### config.mk
export PLATFORM = sky130hd
export DESIGN_NAME = msb_trim_corrector
export DESIGN_NICKNAME = d
export VERILOG_FILES = /design/src/rtl/mtc_pkg.sv /design/src/rtl/mtc_coef_bank.sv /design/src/rtl/mtc_term_stage.sv /design/src/rtl/mtc_sum_stage.sv /design/src/rtl/msb_trim_corrector.sv
export SDC_FILE = /design/constraint.sdc
export NUM_CORES = 1
export LEC_CHECK = 0
export BUFFER_PORTS_ARGS = -buffer_cell sky130_fd_sc_hd__buf_2
export CAP_MARGIN = 0
export CORE_MARGIN = 1.5
export CORE_UTILIZATION = 65
export CTS_CLUSTER_DIAMETER = 200
export DETAILED_ROUTE_END_ITERATION = 12
export PLACE_DENSITY = 0.86
export SETUP_SLACK_MARGIN = 0.1
export SLEW_MARGIN = 20
export SYNTH_ARGS = -nofsm -noshare
export SYNTH_HDL_FRONTEND = slang
export SYNTH_SLANG_ARGS = --single-unit
export TNS_END_PERCENT = 30
### constraint.sdc
create_clock -name clk -period 10.36 [get_ports clk]
set_input_delay 0.518 -clock clk [delete_from_list [all_inputs] [get_ports clk]]
set_output_delay 0.518 -clock clk [all_outputs]
set_load 0.005 [all_outputs]
### src/rtl/mtc_pkg.sv
package mtc_pkg;

  // Ceiling log2, with a floor of 1 so that index ports never collapse to zero width.
  function automatic int clog2c(input int n);
    int r;
    r = 0;
    while ((1 << r) < n) r++;
    if (r < 1) r = 1;
    return r;
  endfunction

  function automatic int max2(input int a, input int b);
    return (a > b) ? a : b;
  endfunction

endpackage

### src/rtl/mtc_coef_bank.sv
module mtc_coef_bank #(
  parameter int NCORR  = 4,
  parameter int COEF_W = 12,
  parameter int IDX_W  = 2
) (
  input  logic                          clk,
  input  logic                          rst,
  input  logic                          wr_en,
  input  logic [IDX_W-1:0]              wr_idx,
  input  logic [COEF_W-1:0]             wr_data,
  output logic [NCORR-1:0][COEF_W-1:0]  coefs
);

  // Every slot is read in parallel each cycle, so the slots are plain registers.
  for (genvar k = 0; k < NCORR; k++) begin : g_slot
    logic [COEF_W-1:0] slot_q;

    always_ff @(posedge clk) begin
      if (rst) begin
        slot_q <= '0;
      end else if (wr_en && (wr_idx == IDX_W'(k))) begin
        slot_q <= wr_data;
      end
    end

    assign coefs[k] = slot_q;
  end

endmodule

### src/rtl/mtc_term_stage.sv
module mtc_term_stage #(
  parameter int DATA_W = 12,
  parameter int NCORR  = 4,
  parameter int COEF_W = 12,
  parameter int TERM_W = 22
) (
  input  logic                          clk,
  input  logic                          rst,
  input  logic                          in_valid,
  input  logic [DATA_W-1:0]             in_code,
  input  logic [NCORR-1:0][COEF_W-1:0]  coefs,
  output logic                          s1_valid,
  output logic [DATA_W-1:0]             s1_raw,
  output logic [NCORR-1:0][TERM_W-1:0]  s1_terms
);

  localparam int LOW_BITS = DATA_W - NCORR;

  always_ff @(posedge clk) begin
    if (rst) begin
      s1_valid <= 1'b0;
      s1_raw   <= '0;
    end else begin
      s1_valid <= in_valid;
      if (in_valid) s1_raw <= in_code;
    end
  end

  // One error term per trimmed bit: coefficient scaled by 2^(p-1) when bit p is set.
  for (genvar k = 0; k < NCORR; k++) begin : g_term
    localparam int BITP  = LOW_BITS + k;
    localparam int SHIFT = BITP - 1;

    logic [TERM_W-1:0] ext_w;
    logic [TERM_W-1:0] term_d;
    logic [TERM_W-1:0] term_q;

    assign ext_w  = {{(TERM_W-COEF_W){coefs[k][COEF_W-1]}}, coefs[k]};
    assign term_d = in_code[BITP] ? (ext_w << SHIFT) : '0;

    always_ff @(posedge clk) begin
      if (rst) begin
        term_q <= '0;
      end else if (in_valid) begin
        term_q <= term_d;
      end
    end

    assign s1_terms[k] = term_q;
  end

endmodule

### src/rtl/mtc_sum_stage.sv
module mtc_sum_stage #(
  parameter int DATA_W = 12,
  parameter int NCORR  = 4,
  parameter int FRAC_W = 8,
  parameter int TERM_W = 22,
  parameter int SUM_W  = 26,
  parameter int OUT_W  = 22
) (
  input  logic                          clk,
  input  logic                          rst,
  input  logic                          s1_valid,
  input  logic [DATA_W-1:0]             s1_raw,
  input  logic [NCORR-1:0][TERM_W-1:0]  s1_terms,
  output logic                          out_valid,
  output logic [OUT_W-1:0]              out_code
);

  localparam logic signed [SUM_W-1:0] POS_LIM =
    SUM_W'((longint'(1) <<< (OUT_W-1)) - longint'(1));
  localparam logic signed [SUM_W-1:0] NEG_LIM = ~POS_LIM;

  logic signed [SUM_W-1:0] acc;
  logic        [OUT_W-1:0] sat_w;

  always_comb begin
    acc = $signed({{(SUM_W-DATA_W-FRAC_W){1'b0}}, s1_raw, {FRAC_W{1'b0}}});
    for (int k = 0; k < NCORR; k++) begin
      acc = acc + $signed({{(SUM_W-TERM_W){s1_terms[k][TERM_W-1]}}, s1_terms[k]});
    end
  end

  always_comb begin
    if (acc > POS_LIM) begin
      sat_w = POS_LIM[OUT_W-1:0];
    end else if (acc < NEG_LIM) begin
      sat_w = NEG_LIM[OUT_W-1:0];
    end else begin
      sat_w = acc[OUT_W-1:0];
    end
  end

  always_ff @(posedge clk) begin
    if (rst) begin
      out_valid <= 1'b0;
      out_code  <= '0;
    end else begin
      out_valid <= s1_valid;
      if (s1_valid) out_code <= sat_w;
    end
  end

endmodule

### src/rtl/msb_trim_corrector.sv
module msb_trim_corrector
  import mtc_pkg::*;
#(
  parameter int DATA_W = 12,
  parameter int NCORR  = 4,
  parameter int COEF_W = 12,
  parameter int FRAC_W = 8,
  parameter int OUT_W  = 22
) (
  input  logic                             clk,
  input  logic                             rst,
  input  logic                             in_valid,
  input  logic [DATA_W-1:0]                in_code,
  input  logic                             coef_we,
  input  logic [clog2c(NCORR)-1:0]         coef_idx,
  input  logic [COEF_W-1:0]                coef_data,
  output logic                             out_valid,
  output logic [OUT_W-1:0]                 out_code
);

  localparam int IDX_W  = clog2c(NCORR);
  localparam int TERM_W = COEF_W + DATA_W - 2;
  localparam int SUM_W  = max2(TERM_W, DATA_W + FRAC_W + 1) + clog2c(NCORR + 1) + 1;

  logic [NCORR-1:0][COEF_W-1:0] coefs;
  logic                         s1_valid;
  logic [DATA_W-1:0]            s1_raw;
  logic [NCORR-1:0][TERM_W-1:0] s1_terms;

  mtc_coef_bank #(
    .NCORR (NCORR),
    .COEF_W(COEF_W),
    .IDX_W (IDX_W)
  ) u_bank (
    .clk    (clk),
    .rst    (rst),
    .wr_en  (coef_we),
    .wr_idx (coef_idx),
    .wr_data(coef_data),
    .coefs  (coefs)
  );

  mtc_term_stage #(
    .DATA_W(DATA_W),
    .NCORR (NCORR),
    .COEF_W(COEF_W),
    .TERM_W(TERM_W)
  ) u_terms (
    .clk     (clk),
    .rst     (rst),
    .in_valid(in_valid),
    .in_code (in_code),
    .coefs   (coefs),
    .s1_valid(s1_valid),
    .s1_raw  (s1_raw),
    .s1_terms(s1_terms)
  );

  mtc_sum_stage #(
    .DATA_W(DATA_W),
    .NCORR (NCORR),
    .FRAC_W(FRAC_W),
    .TERM_W(TERM_W),
    .SUM_W (SUM_W),
    .OUT_W (OUT_W)
  ) u_sum (
    .clk      (clk),
    .rst      (rst),
    .s1_valid (s1_valid),
    .s1_raw   (s1_raw),
    .s1_terms (s1_terms),
    .out_valid(out_valid),
    .out_code (out_code)
  );

endmodule

* Yosys cells after proc, flatten, opt, wreduce, memory -nomap -nowiden
Index checks and enable logic that the tools add are counted.
Word-level totals: flip-flop bits (word level) 172, input port bits 30, logic and storage cells 32
Operators by class: $add $sub $neg 4, $lt $le $gt $ge 2, equality and inequality tests 3, mux-type cells 6, reductions and logical operators 5
Operators with widths (count):
- two-way mux 22 bit | 6
- adder 26 x 22 -> 26 bit | 2
- > comparator 26 x 22 -> 1 bit, second input constant | 1
- less-than comparator 26 x 22 -> 1 bit, second input constant | 1
- adder 23 x 22 -> 24 bit | 1
- adder 21 x 22 -> 23 bit | 1
- equality test 2 bit, second input constant | 2
- logical AND 1 bit | 4
- equality test 2 x 1 -> 1 bit, second input constant | 1
- logical NOT 2 bit | 1

* Longest topological paths before layout
depth in word-level cells 7, depth in mapped cells 24, depth with buffers taken out 24

* Hierarchy
From an unflattened synthesis, not the netlist that was laid out.
Second synthesis, totals: cells, all modules 956, area, all modules 8718.4 sq um
Modules (own cells, without submodules):
- mtc_sum_stage | times used 1, cells each 490, area each 4102.7 sq um
- mtc_term_stage | times used 1, cells each 294, area each 2697.6 sq um
- mtc_coef_bank | times used 1, cells each 172, area each 1918.1 sq um

* Least setup slack after synthesis
No wires, ideal clock.
path type flip-flop to flip-flop, start point reg u_terms.s1_raw[1], end point reg u_sum.out_code[20], data arrival time 5274 ps, data required time 10227 ps, setup slack 4953 ps, cell stages (with the launch flop) 25, path buffers 0, clock period less this slack 5407 ps, path through dfxtp_1 -> inv_1 -> fa_1 -> inv_1 -> ha_1 -> fa_1 -> a21o_1 -> a21oi_1 -> nor2b_1 -> o21ai_0 -> a21o_1 -> o21ai_0 -> o41ai_1 -> xnor2_1 -> fa_1 -> inv_1 -> ha_1 -> a21o_1 -> a21o_1 -> nor3_1 -> a2111oi_1 -> a311oi_2 -> nand4_2 -> a211oi_1 -> nor4_2
Between the ends: word-level cells in the longest chain between the ends 7, elaborated cells between the ends (all ways) 8
Ends and longest elaborated chain:
- from (decl) | line mtc_term_stage.sv:13 | output logic [DATA_W-1:0] s1_raw,
- from (signal assigned) | line mtc_term_stage.sv:25 | if (in_valid) s1_raw <= in_code;
- adder 21 x 22 -> 23 bit (*) | line mtc_sum_stage.sv:28 | acc = acc + $signed({{(SUM_W-TERM_W){s1_terms[k][TERM_W-1]}}, s1_terms[k]});
- adder 23 x 22 -> 24 bit (*) | line mtc_sum_stage.sv:28
- adder 26 x 22 -> 26 bit (*) (2 in a row) | line mtc_sum_stage.sv:28
- less-than comparator 26 x 22 -> 1 bit | line mtc_sum_stage.sv:35 | end else if (acc < NEG_LIM) begin
- two-way mux 22 bit | line mtc_sum_stage.sv:35
- two-way mux 22 bit (*) | line mtc_sum_stage.sv:33 | if (acc > POS_LIM) begin
- to (signal assigned) | line mtc_sum_stage.sv:48 | if (s1_valid) out_code <= sat_w;
- to (decl) | line mtc_sum_stage.sv:15 | output logic [OUT_W-1:0] out_code
Mark *: on every way between the ends. The rest lies on a longest branch, timed or not. A chain may end at the register's enable or synchronous reset.

* Final worst setup path
Same ends and word-level chain as after synthesis.

==> results.yml <==
yosys:
  yosys.area.top_type_share_pct: 38.4
  synth_area_leaders: "dfxtp_1, fa_1, nor2_1"
  synthArstFlopShare_pct: 0
  yosysWarnings: 0
  synth_cell_types: 58
  synth.avg_cell_area_um2: 8.97
  ys_seq_area_share_pct: 38.4
  synth-edff-count: 0
  synthCells: 732
  syn_area_um2: 6570
  yosys.area.top_type: "dfxtp_1"
  yosys_register_bits: 126
  ys.flop_type: "dfxtp_1"
  synth_nets: 821
finish:
  nets: 853
  final_cell_mix: "dfxtp_1, nor2_1, nand2_1, buf_2, a22oi_1"
  layout_commonest_cell: "dfxtp_1"
  final_area_um2: 7400
  fill_cells: 653
  syn_to_final_growth_pct: 12.8
  drive_gt1_share_pct: 13.5
  stdcell_count: 909
  fin_util_pct: 75.8
  antenna_cells: 0
clock_tree:
  cts_sinks: 126
  cts_root_buffer: "clkbuf_8"
  ctsResizeCount: 0
  cts_tree: "yes"
  htree_levels: 4
  clock_latency_ns: 0.53
  cts-buffers-inserted: 17
  ctsHoldBuffers: 0
  postCtsSetupRepairBufs: 0
  cts_buffer_depth: 2
  clk_pin_slew_ns: 0.06
critical_path:
  cp_max_fo: 13
  cp_cell_sequence: "inv_1, fa_1, inv_1, ha_1, fa_1, a21o_1, a21oi_1, nor2b_1, o21ai_0, a21o_1, o21ai_0, o41ai_1, xnor2_1, fa_1, inv_1, ha_1, a21o_1, a21o_1, nor3_1, a2111oi_1, a311oi_2, nand4_2, a211oi_1, nor4_2"
  start_kind: "flip-flop"
  cp.arrival_ns: 6.86
  cpMaxStageDelayCell: "fa_1"
  slowest_delay_ns: 0.56
  endpoint_kind: "flip-flop"
  critPathKind: "flip-flop to flip-flop"
  required_ns: 10.76
  crit_top_cell: "a21o_1"
drt:
  drt_iter0_markers: 345
  drt-total-wl_mm: 15.3
  drt_first_pass_iters: 6
  antenna_left: 0
  vias_per_cell: 5.96
  post-route-drc-count: 0
  post_drt_wl_per_cell_um: 16.8
  num_vias: 5417
timing:
  hold_viol: 0
  fmax_mhz: 155
  finalCritPeriodShare_pct: 62.3
  worst_slew_pin_slew_ns: 1.10
  setup_viol: 0
  finClkSkew_ns: 0.00532
  finalSetupTns_ns: 0
  slew_headroom_pct: 26.7
  maxSlewViolCount: 0
  fin_crit_ns: 6.45
  grt_setup_unrepaired: "false"
grt:
  antenna_found_initial: 0
  grt_pass1_wl_mm: 25.8
  grtUsageTotal_pct: 29.7
  grt_pass1_vias: 5449
  grt_overflow: 0
  grt_max_degree: 93
floorplan:
  start_util_pct: 67.2
  chipHeight_um: 104
  dieArea_um2: 10700
  ios: 53
  chipWidth_um: 104
  core_area_um2: 9770
  rows: 36
power:
  power_density_nw_per_um2: 162
  ir_drop_mv: 0.141
  pwr-share-comb_pct: 9.7
  total_power_uw: 1200
  p_sw_uw: 299
  pwr-share-seq_pct: 43.0
  p_leak_uw: 0.00329
  intPower_uw: 900
  clkPwrFrac_pct: 47.4
  power.share.switching_pct: 24.9
worst_hold_path:
  hold_class: "input pin to flip-flop"
flow_run:
  maxCapViolCount: 0
placement:
  globalplace.congestion: 0.845
  dp_hpwl_mm: 10.1
  placed_cells: 878
  portBuffers: 52
  placed_cell_area_um2: 6840
status:
  outcome: "complete, no violations"
-- state kept, by name (all words and copies together) (netlist names) --
register	cells
u_terms.g_term.term_q	48
u_terms.s1_raw	12
u_terms.s1_valid	1
u_sum.out_code	16
u_sum.out_valid	1
u_bank.g_slot.slot_q	48
-- metrics by stage --
step / setup WS [ns] / hold WS, ns
after CTS: 3.97 / 0.226
after detailed placement: 4.14 / 0.446
after global routing: 3.47 / 0.237
after global placement: 4.39 / 0.442
final: 3.91 / 0.223
after floorplan: 4.95 / 0.436
-- final cells by class --
cell class,instances,area (um^2),area share (%)
flip-flops and latches,126,2520,34.1
repair buffers,55,285,3.85
inverters,48,180,2.43
clock buffers,21,449,6.07
well taps,133,166,2.25
multi-input cells,516,3690,49.8
clock inverters,10,114,1.54
-- critical path, delay by kind of cell (launching register included) --
family	cells	cell delay, ns
compound gates	11	2.82
xor+xnor	1	0.16
fa+ha+maj	5	2.14
buf+inv	3	0.17
flops	1	0.34
simple gates	4	0.68
-- Yosys cell counts, types with 3 or more instances --
cell type,number
o21bai_1,3
clkbuf_1,30
a21oi_1,46
and2_1,6
nor2b_1,5
xor2_1,4
a22oi_1,49
nor2_1,117
buf_4,6
o21ai_0,12
xnor2_1,14
o211ai_1,5
and3_1,4
nand2_1,63
dfxtp_1,126
a211oi_1,8
a21o_1,13
fa_1,29
o21a_1,4
o21ai_2,3
mux2i_1,38
inv_1,47
ha_1,30
a31oi_1,9
nor3_1,12
nand3_1,5
buf_1,5
-- kinds of logic after synthesis --
| logic type | after synthesis | synth area share (%) |
|---|---|---|
| AND/OR/NAND/NOR | 230 | 15.4 |
| AO/OA/AOI/OAI | 171 | 17.9 |
| flip-flops | 126 | 38.4 |
| buffers and inverters | 90 | 5.51 |
| adder cells (fa/ha/maj) | 59 | 14.6 |
| multiplexers | 38 | 5.79 |
| XOR/XNOR | 18 | 2.40 |
-- worst paths after layout --
kind | start | endpoint | slack, ns | depth (start not counted)
setup reg to reg | u_terms.s1_raw[1] | u_sum.out_code[20] | 3.91 | 24
hold reg to reg | u_bank.g_slot[1].slot_q[8] | u_bank.g_slot[1].slot_q[8] | 0.46 | 2
setup / recovery | u_terms.s1_raw[1] | u_sum.out_code[20] | 3.91 | 24
hold / removal | in_code[3] | u_terms.s1_raw[3] | 0.22 | 3
-- per-layer routing --
layer	global-route usage (%)	vias up	routed length [um]
li1	-	2573	-
met1	36.3	2605	6540
met2	50.6	193	7490
met3	6.92	46	845
met4	12.4	0	395
met5	0	-	0
-- power by group through the flow --
| stage | Clock (uW) | Sequential [uW] | Combinational (uW) |
|---|---|---|---|
| final | 568 | 516 | 116 |
| after global routing | 591 | 518 | 129 |
| after CTS | 569 | 515 | 115 |
| after detailed placement | 0 | 526 | 113 |
| after global placement | 0 | 524 | 108 |
| after floorplan | 0 | 523 | 79.2 |
No activity file was read; power rests on OpenSTA's default activity.
